`src/rtl/dps_pkg.sv`:
```
`timescale 1ns/1ps
package dps_pkg;

    localparam int CHAN_W = 8;
    localparam int RGB_W  = 3 * CHAN_W;
    localparam int WORD_W = 32;
    localparam int TAG_W  = 8;

    typedef struct packed {
        logic [CHAN_W-1:0] r;
        logic [CHAN_W-1:0] g;
        logic [CHAN_W-1:0] b;
    } rgb_t;

    typedef enum logic {
        SRC_PALETTE = 1'b0,
        SRC_DIRECT  = 1'b1
    } src_e;

    typedef struct packed {
        src_e src;
        rgb_t direct;
    } sel_t;

    function automatic logic [TAG_W-1:0] tag_of(input logic [WORD_W-1:0] ctrl);
        return ctrl[WORD_W-1 -: TAG_W];
    endfunction

    function automatic rgb_t direct_colour(input logic [WORD_W-1:0] word);
        rgb_t c;
        c.r = word[3*CHAN_W-1 -: CHAN_W];
        c.g = word[2*CHAN_W-1 -: CHAN_W];
        c.b = word[CHAN_W-1 -: CHAN_W];
        return c;
    endfunction

endpackage

```
`src/rtl/dps_tag_decode.sv`:
```
`timescale 1ns/1ps
module dps_tag_decode
    import dps_pkg::*;
#(
    parameter logic [TAG_W-1:0] DIRECT_TAG = 8'h03
) (
    input  logic [WORD_W-1:0] ctrl,
    input  logic [WORD_W-1:0] direct,
    output sel_t              sel
);
    logic unused_bits;
    assign unused_bits = ^{ctrl[WORD_W-TAG_W-1:0], direct[WORD_W-1:RGB_W]};

    always_comb begin
        sel.src    = (tag_of(ctrl) == DIRECT_TAG) ? SRC_DIRECT : SRC_PALETTE;
        sel.direct = direct_colour(direct);
    end
endmodule

```
`src/rtl/dps_pipe_reg.sv`:
```
`timescale 1ns/1ps
module dps_pipe_reg #(
    parameter int W = 8
) (
    input  logic         clk,
    input  logic         rst,
    input  logic         en,
    input  logic         vin,
    input  logic [W-1:0] din,
    output logic         vout,
    output logic [W-1:0] dout
);
    always_ff @(posedge clk) begin
        if (rst) begin
            vout <= 1'b0;
            dout <= '0;
        end else if (en) begin
            vout <= vin;
            if (vin) dout <= din;
        end
    end
endmodule

```
`src/rtl/dps_pal_hold.sv`:
```
`timescale 1ns/1ps
module dps_pal_hold
    import dps_pkg::*;
(
    input  logic clk,
    input  logic rst,
    input  logic rd_issued,
    input  rgb_t rd_data,
    output rgb_t colour
);
    logic fresh;
    rgb_t held;

    always_ff @(posedge clk) begin
        if (rst) begin
            fresh <= 1'b0;
            held  <= '0;
        end else begin
            fresh <= rd_issued;
            if (fresh) held <= rd_data;
        end
    end

    assign colour = fresh ? rd_data : held;
endmodule

```
`src/rtl/dual_plane_pixsel.sv`:
```
`timescale 1ns/1ps
module dual_plane_pixsel
    import dps_pkg::*;
#(
    parameter int               IDX_W      = 8,
    parameter logic [TAG_W-1:0] DIRECT_TAG = 8'h03
) (
    input  logic              clk,
    input  logic              rst,
    input  logic              in_valid,
    output logic              in_ready,
    input  logic [IDX_W-1:0]  in_index,
    input  logic [WORD_W-1:0] in_ctrl,
    input  logic [WORD_W-1:0] in_direct,
    output logic              pal_rd_en,
    output logic [IDX_W-1:0]  pal_rd_addr,
    input  logic [RGB_W-1:0]  pal_rd_data,
    output logic              out_valid,
    input  logic              out_ready,
    output logic [RGB_W-1:0]  out_rgb
);
    localparam int SEL_W = $bits(sel_t);

    logic advance;
    logic accept;
    sel_t sel_in;
    sel_t sel_mid;
    logic [SEL_W-1:0] sel_mid_raw;
    logic mid_valid;
    rgb_t pal_colour;
    rgb_t chosen;

    // whole pipeline moves together; it moves whenever the output slot frees
    assign advance  = !out_valid || out_ready;
    assign in_ready = advance;
    assign accept   = in_valid && advance;

    assign pal_rd_en   = accept;
    assign pal_rd_addr = in_index;

    dps_tag_decode #(.DIRECT_TAG(DIRECT_TAG)) u_decode (
        .ctrl   (in_ctrl),
        .direct (in_direct),
        .sel    (sel_in)
    );

    dps_pipe_reg #(.W(SEL_W)) u_mid (
        .clk  (clk),
        .rst  (rst),
        .en   (advance),
        .vin  (in_valid),
        .din  (sel_in),
        .vout (mid_valid),
        .dout (sel_mid_raw)
    );
    assign sel_mid = sel_t'(sel_mid_raw);

    dps_pal_hold u_hold (
        .clk       (clk),
        .rst       (rst),
        .rd_issued (accept),
        .rd_data   (rgb_t'(pal_rd_data)),
        .colour    (pal_colour)
    );

    assign chosen = (sel_mid.src == SRC_DIRECT) ? sel_mid.direct : pal_colour;

    dps_pipe_reg #(.W(RGB_W)) u_out (
        .clk  (clk),
        .rst  (rst),
        .en   (advance),
        .vin  (mid_valid),
        .din  (chosen),
        .vout (out_valid),
        .dout (out_rgb)
    );
endmodule

```
`config.mk`:
```
export PLATFORM = sky130hd
export DESIGN_NAME = dual_plane_pixsel
export DESIGN_NICKNAME = d
export VERILOG_FILES = /design/src/rtl/dps_pkg.sv /design/src/rtl/dps_tag_decode.sv /design/src/rtl/dps_pipe_reg.sv /design/src/rtl/dps_pal_hold.sv /design/src/rtl/dual_plane_pixsel.sv
export SDC_FILE = /design/constraint.sdc
export NUM_CORES = 1
export LEC_CHECK = 0
export BUFFER_PORTS_ARGS = -buffer_cell sky130_fd_sc_hd__buf_2
export CAP_MARGIN = 5
export CORE_MARGIN = 5
export CORE_UTILIZATION = 40
export CTS_BUF_LIST = sky130_fd_sc_hd__clkbuf_4 sky130_fd_sc_hd__clkbuf_8
export DETAILED_ROUTE_END_ITERATION = 8
export HOLD_SLACK_MARGIN = 0.05
export PLACE_DENSITY = 0.7
export SYNTH_ARGS = -nofsm -noshare
export SYNTH_HDL_FRONTEND = slang
export SYNTH_SLANG_ARGS = --single-unit
```
`constraint.sdc`:
```
create_clock -name clk -period 1.45 [get_ports clk]
set_input_delay 0.145 -clock clk [delete_from_list [all_inputs] [get_ports clk]]
set_output_delay 0.145 -clock clk [all_outputs]
set_load 0.005 [all_outputs]
```
Word level (Yosys, flattened, before mapping):

Index checks and enable logic that the tools add are counted.

* shift-type cells: 0
* equality and inequality tests: 1
* bitwise operators: 0
* reductions and logical operators: 5
* div/mod/pow operators: 0
* multiplexer cells: 3
* add/sub/neg operators: 0
* multipliers: 0
* magnitude comparators: 0

Operators by type and width (number)
* $mux W24: 2
* $eq A8 B2 Y1 const B: 1
* $reduce_and A2 Y1: 2
* $logic_and A1 B1 Y1: 1
* $logic_not A1 Y1: 1
* $logic_or A1 B1 Y1: 1
* $mux W1: 1

* bits of input ports: 100
* output and inout bits: 35
* RAM bits: 0
* bits in latches: 0
* memories: 0
* logic and storage cells: 17
* memory bits (read-only): 0
* flip-flop bits (word level): 76

Longest topological paths before layout:

Gate-level depths: netlist of run 1.

* depth in word-level cells: 3
* gate-level depth with buffers: 5
* depth with buffers taken out: 4

Cells and area by module:

Synthesis of run 1 repeated with hierarchy kept, for this count alone.

* cells, all modules: 373
* area, all modules: 4030.1 um^2

By module, submodules not included
* dps_pipe_reg (u_mid): sequential area each 520.5 um^2, area an instance 1241.2 um^2, cells each 118, times used 1
* dps_pipe_reg (u_out): sequential area each 500.5 um^2, area an instance 1072.3 um^2, cells each 112, times used 1
* dps_pal_hold: sequential area each 500.5 um^2, area an instance 1043.5 um^2, cells each 79, times used 1
* dual_plane_pixsel: sequential area each 0.0 um^2, area an instance 469.2 um^2, cells each 37, times used 1
* dps_tag_decode: sequential area each 0.0 um^2, area an instance 203.9 um^2, cells each 27, times used 1

Least setup slack after synthesis of run 1:

No wires, ideal clock.

* path kind: flip-flop to flip-flop
* start: register u_hold.fresh
* end: register u_out.dout[10]
* buffers on the path: 2
* required time: 1333 ps
* path slack: 262 ps
* arrival time: 1072 ps
* setup time: 117 ps
* period minus slack after synthesis: 1188 ps
* stages on the path, launching flop included: 6
* path through: dfxtp_1 > buf_4 > buf_6 > mux2i_1 > o21ai_0 > a22o_1

* word-level cells in the longest chain between the ends: 2

RTL lines
* start, declared: line dps_pal_hold.sv:11 `logic fresh;`
* start signal, assigned: line dps_pal_hold.sv:19 `fresh <= rd_issued;`
* $mux W24: line dps_pal_hold.sv:24 `assign colour = fresh ? rd_data : held;`
* $mux W24: line dual_plane_pixsel.sv:66 `assign chosen = (sel_mid.src == SRC_DIRECT) ? sel_mid.direct : pal_colour;`
* end signal, assigned: line dps_pipe_reg.sv:19 `if (vin) dout <= din;`
* end, declared: line dps_pipe_reg.sv:11 `output logic [W-1:0] dout`

Every way passes these cells.
A chain may end at the register's enable or synchronous reset.

Final worst setup path of run 1:

* start: register u_out.vout
* end: output port in_ready

* word-level cells in the longest chain between the ends: 2

RTL lines
* start, declared: line dps_pipe_reg.sv:10 `output logic vout,`
* start signal, assigned: line dps_pipe_reg.sv:18 `vout <= vin;`
* $logic_not A1 Y1: line dual_plane_pixsel.sv:34 `assign advance = !out_valid || out_ready;`
* $logic_or A1 B1 Y1: line dual_plane_pixsel.sv:34
* end, declared: line dual_plane_pixsel.sv:11 `output logic in_ready,`

Every way passes these cells.

==> impl_metrics.json, run 1 <==
{
  "drt-total-wl_mm": 7.49,
  "layout_common_cells": "buf_2, dfxtp_1, o21ai_0, nor2_1",
  "syn_inst": 321,
  "synthMuxAreaShare_pct": 8.08,
  "syn_nets": 421,
  "h-tree-depth": 3,
  "synth_compound_area_share_pct": 20.0,
  "io-pin-count": 135,
  "critPathCaptureType": "output port",
  "synth_top_family_by_area": "compound AO/OA/AOI/OAI gates",
  "synth_xor_area_share_pct": 0,
  "reg2reg_slack_ns": 0.15,
  "avgViaCountPerCell": 5.08,
  "numPortBuffers": 86,
  "cts_resized": 0,
  "setup_viol": 0,
  "yosys-top-cells-area": "dfxtp_1, o21ai_0, mux2i_1, a22o_1, a21oi_1",
  "clockBufferDepth": 2,
  "nets": 492,
  "postSynthAreaPerCell_sq_um": 9.27,
  "synthAdderAreaFrac_pct": 0,
  "cap_violations": 0,
  "worstPathArrival_ns": 1.21,
  "report.power.total_w": 0.00426,
  "yosys.area.top_type_share_pct": 51.2,
  "detail-route-antenna-nets": 0,
  "dp_hpwl_mm": 5.03,
  "clk-insertion-delay-late_ns": 0.34,
  "whs_ns": 0.0582,
  "p_leak_nw": 1.55,
  "grt_antenna_before_repair": 3,
  "die_area_sq_um": 9260,
  "startpoint_type": "flip-flop",
  "fin_util_pct": 50.1,
  "drtPass1Iterations": 4,
  "clk_pin_slew_worst_paths_ns": 0.08,
  "peakVddDrop_uv": 491,
  "yosysSeqAreaShare_pct": 51.2,
  "drt-initial-drc-count": 135,
  "critPathRequiredTime_ns": 1.31,
  "fin_tns_setup_ns": 0,
  "fin_crit_sh_pct": 93.3,
  "rows": 31,
  "cts-root-buf": "clkbuf_8",
  "overflow": 0,
  "die-width_microns": 96.2,
  "hold_class": "input port to flip-flop",
  "syn_area_sq_um": 2970,
  "cts_tree": "done",
  "area_growth_pct": 22.2,
  "drc_errors": 0,
  "timing.final.crit_period_ns": 1.35,
  "grt_pass1_wl_mm": 12.1,
  "yosysTopAreaCell": "dfxtp_1",
  "status": "finished, final reports clean",
  "cts_buffers": 9,
  "n_fill_cell": 726,
  "cts_num_sinks": 76,
  "worst_pin_slew_ns": 0.679,
  "finalMaxSlewViolations": 0,
  "start_util_pct": 41.0,
  "path_class": "flip-flop to output port",
  "netlist-cell-type-count": 22,
  "hold_viol_final": 0,
  "ys_seq_elements": 76,
  "hold_buffers": 0,
  "wl_per_cell_microns": 15.1,
  "yosysWarningCount": 0,
  "core_sq_um": 7250,
  "grt_max_degree": 49,
  "final_common_cell": "buf_2",
  "antenna-diode-count": 0,
  "gp_congestion": 0.785,
  "worst-path-max-fanout": 15,
  "drive_gt1_share_pct": 29.0,
  "clock.fmax_ghz": 0.739,
  "track_usage_pct": 16.9,
  "synthSimpleGateAreaFrac_pct": 12.6,
  "rsz0062_at_grt": "no",
  "fp.dieH_microns": 96.2,
  "p_per_area_nw_per_um2": 1170,
  "clock_skew_ns": 0.0113,
  "grt_pass1_vias": 2506,
  "vias": 2515,
  "slew_headroom_pct": 54.7
}
per-stage QoR:
step	std cells	setup WS, ns	area (sq um)
2_1_floorplan	321	0.262	2970
3_3_place_gp	479	0.227	3430
3_5_place_dp	479	0.197	3430
4_1_cts	495	0.0736	3630
5_1_grt	495	0.00483	3630
6_report	495	0.0965	3630
registers in the layout (all words and copies together) (netlist names):
| signal | flops |
|---|---|
| u_mid.dout | 25 |
| u_hold.fresh | 1 |
| u_out.dout | 24 |
| u_out.vout | 1 |
| u_mid.vout | 1 |
| u_hold.held | 24 |
area by class of cell:
type / count / area [sq um] / area share, %
Tap cell: 99 / 124 / 3.41
Sequential cell: 76 / 1520 / 41.9
Timing Repair Buffer: 96 / 568 / 15.6
Clock inverter: 4 / 48.8 / 1.34
Clock buffer: 11 / 151 / 4.17
Multi-Input combinational cell: 206 / 1210 / 33.3
Inverter: 3 / 11.3 / 0.310
path summary, 6_finish.rpt:
check,startpoint,end,depth (start not counted)
setup / recovery,u_out.vout,in_ready,4
setup reg to reg,u_hold.fresh,u_out.dout[14],4
hold / removal,in_direct[19],u_mid.dout[19],3
hold reg to reg,u_out.dout[22],u_out.dout[22],1
layer usage:
metal  share of wire, %  GRT usage (%)  vias to the layer above
met3                7.5           4.85                       18
met2                 50           28.1                       80
met5               0.59              0                        -
met4                2.0           7.94                        6
met1                 40           19.8                     1157
li1                   -              -                     1254
cell families (layout without fill, tap and decap cells):
logic type      count (synthesis)  count (layout)
compound gates                100             100
buf+inv                        39             114
flops                          76              76
mux                            24              24
simple gates                   82              82
critical path: stages, from the launching register on:
cell	delay, ns
dfxtp_1	0.33
nor2b_4	0.15
inv_2	0.06
buf_4	0.19
buf_2	0.14
synth_stat cells (all sizes together):
library cell  number
nor3b              1
nor2b              1
nor4bb             1
a22o              24
clkbuf            11
nand3             24
nand4              1
o21ai             49
mux2i             24
inv                3
nor4               1
nand2             26
nor2              27
a21oi             27
buf               25
dfxtp             76
timing repair:
| action | 4_1_cts | 5_1_grt |
|---|---|---|
| endpoints found under the setup margin | 1 | 0 |
| endpoints found under the hold margin | 0 | 0 |
| buffers inserted | 1 | 0 |
where the power goes:
group | leakage [nW] | total, W | switching [W] | internal (W)
sequential | 0.621 | 0.00223 | 0.0000415 | 0.00218
combinational | 0.826 | 0.000427 | 0.000227 | 0.000200
clock | 0.105 | 0.00161 | 0.000733 | 0.000877
(Power assumes the default switching activity.)
==> run 2, diff against run 1 <==
BUFFER_PORTS_ARGS = unset   (was -buffer_cell sky130_fd_sc_hd__buf_2)
DONT_BUFFER_PORTS = 1   (was unset)
PLACE_DENSITY = unset   (was 0.7)
==> run 2 against run 1 <==
  * The run now ends with hold timing left
  * First-iteration DRC count decreased by 34%
  * Core utilization decreased by 0.052 points
  * Count of clock-buffer cells in the layout unchanged
  * Critical path type is now flip-flop to flip-flop
  * Non-clock buffer count decreased by 49
  * Largest power group unchanged
  * Register-to-register slack got worse by 0.08 ns
==> impl_metrics.json, run 2 (same netlist as run 1, synthesis figures left out) <==
{
  "wl_per_cell_microns": 17.4,
  "worst-path-max-fanout": 8,
  "timing.final.crit_period_ns": 1.38,
  "grt_antenna_before_repair": 0,
  "track_usage_pct": 17.5,
  "largest_reg_flops": 25,
  "peakVddDrop_uv": 538,
  "rsz0062_at_grt": "no",
  "layout_common_cells": "dfxtp_1, o21ai_0, dlygate4sd3_1, nor2_1, nand2_1",
  "dp_hpwl_mm": 4.97,
  "violations": "hold timing",
  "start_util_pct": 41.0,
  "clk_pin_slew_worst_paths_ns": 0.08,
  "grt_pass1_wl_mm": 12.3,
  "critPathCaptureType": "flip-flop",
  "clock.fmax_ghz": 0.726,
  "cts-root-buf": "clkbuf_8",
  "final_common_cell": "dfxtp_1",
  "reg_top3": "u_mid.dout (25), u_hold.held (24), u_out.dout (24)",
  "hold_class": "input port to flip-flop",
  "setup_viol": 0,
  "cap_violations": 0,
  "p_leak_nw": 1.36,
  "clock_skew_ns": 0.00520,
  "grt_pass1_vias": 2419,
  "slew_headroom_pct": 51.7,
  "drt-initial-drc-count": 89,
  "hold_buffers": 35,
  "h-tree-depth": 3,
  "avgViaCountPerCell": 5.27,
  "drtPass1Iterations": 4,
  "regMostFlops": "u_mid.dout",
  "drc_errors": 0,
  "worstPathArrival_ns": 1.60,
  "cts_tree": "done",
  "fin_crit_sh_pct": 95.0,
  "whs_ns": -0.0420,
  "cts_buffers": 9,
  "hold_viol_final": 21,
  "drt-total-wl_mm": 7.75,
  "finalMaxSlewViolations": 0,
  "status": "complete, but fails checks",
  "vias": 2351,
  "drive_gt1_share_pct": 10.1,
  "worst_pin_slew_ns": 0.724,
  "critPathRequiredTime_ns": 1.67,
  "path_class": "flip-flop to flip-flop",
  "grt_max_degree": 53,
  "startpoint_type": "flip-flop",
  "die-width_microns": 96.2,
  "fin_tns_setup_ns": 0,
  "area_growth_pct": 22.0,
  "io-pin-count": 135,
  "clockBufferDepth": 2,
  "n_fill_cell": 719,
  "fp.dieH_microns": 96.2,
  "core_sq_um": 7250,
  "gp_congestion": 0.745,
  "p_per_area_nw_per_um2": 1310,
  "rows": 31,
  "antenna-diode-count": 0,
  "numPortBuffers": 0,
  "overflow": 0,
  "detail-route-antenna-nets": 0,
  "nets": 443,
  "cts_num_sinks": 76,
  "die_area_sq_um": 9260,
  "clk-insertion-delay-late_ns": 0.34
}
-- run 2: cell types whose count changed in the layout (fill, tap and decap cells not counted), sizes merged --
| cell | delta |
|---|---|
| dlygate4sd3 | +33 |
| buf | -82 |
| clkinv | -3 |
| bufinv | +3 |
-- run 2: layer usage --
metal | wire length, microns | part of all wire [%] | track usage [%]
met1 | 3370 | 44 | 21.8
met2 | 3530 | 46 | 26.5
met3 | 688 | 8.9 | 6.72
met4 | 157 | 2.0 | 8.41
met5 | 0 | 0 | 0
-- run 2: area by class of cell --
cell class / count / area [sq um] / area share (%)
clock buffer: 11 / 151 / 4.17
clock inverter: 4 / 120 / 3.31
inverter: 3 / 13.8 / 0.379
multi-input combinational: 206 / 1210 / 33.4
sequential: 76 / 1520 / 42.0
tap: 99 / 124 / 3.41
timing repair buffer: 47 / 485 / 13.4
-- run 2: metrics by stage --
step	worst slack, ns	power (W)	instance area [sq um]	std cells	util (%)
after detailed placement	0.140	0.00256	2990	396	41.3
after floorplan	0.262	0.00254	2970	321	-
after global routing	0.00375	0.00496	3630	446	50.0
after global placement	0.167	0.00255	2990	396	41.3
final	0.0718	0.00476	3630	446	50.0
after CTS	0.0444	0.00481	3630	447	50.1
-- run 2: worst paths after layout --
kind,start,to,slack [ns],depth (start not counted)
min reg2reg,u_mid.dout[4],u_mid.dout[4],0.48,2
min,in_direct[12],u_mid.dout[12],-0.04,2
max,u_out.vout,u_mid.dout[16],0.07,5
max reg2reg,u_out.vout,u_mid.dout[16],0.07,5
-- run 2: timing repair --
| item | CTS | global route |
|---|---|---|
| pin swaps | 0 | 0 |
| setup buffers | 1 | 0 |
| setup endpoints to repair | 1 | 3 |
| gates resized for setup | 0 | 2 |
| hold endpoints to repair | 52 | 22 |
-- run 2: power by group --
group	total [W]	switching [W]	leakage, nW	internal (W)
Combinational	0.000386	0.000194	0.600	0.000192
Sequential	0.00223	0.0000471	0.622	0.00218
Clock	0.00214	0.000740	0.136	0.00140
Total	0.00476	0.000981	1.36	0.00378
-- run 2: critical path: stages, from the launching register on --
cell and delay [ns]:
dfxtp_1 0.33, nor2b_4 0.17, inv_4 0.07, nand3_1 0.07, dlygate4sd3_1 0.56, a21oi_1 0.07
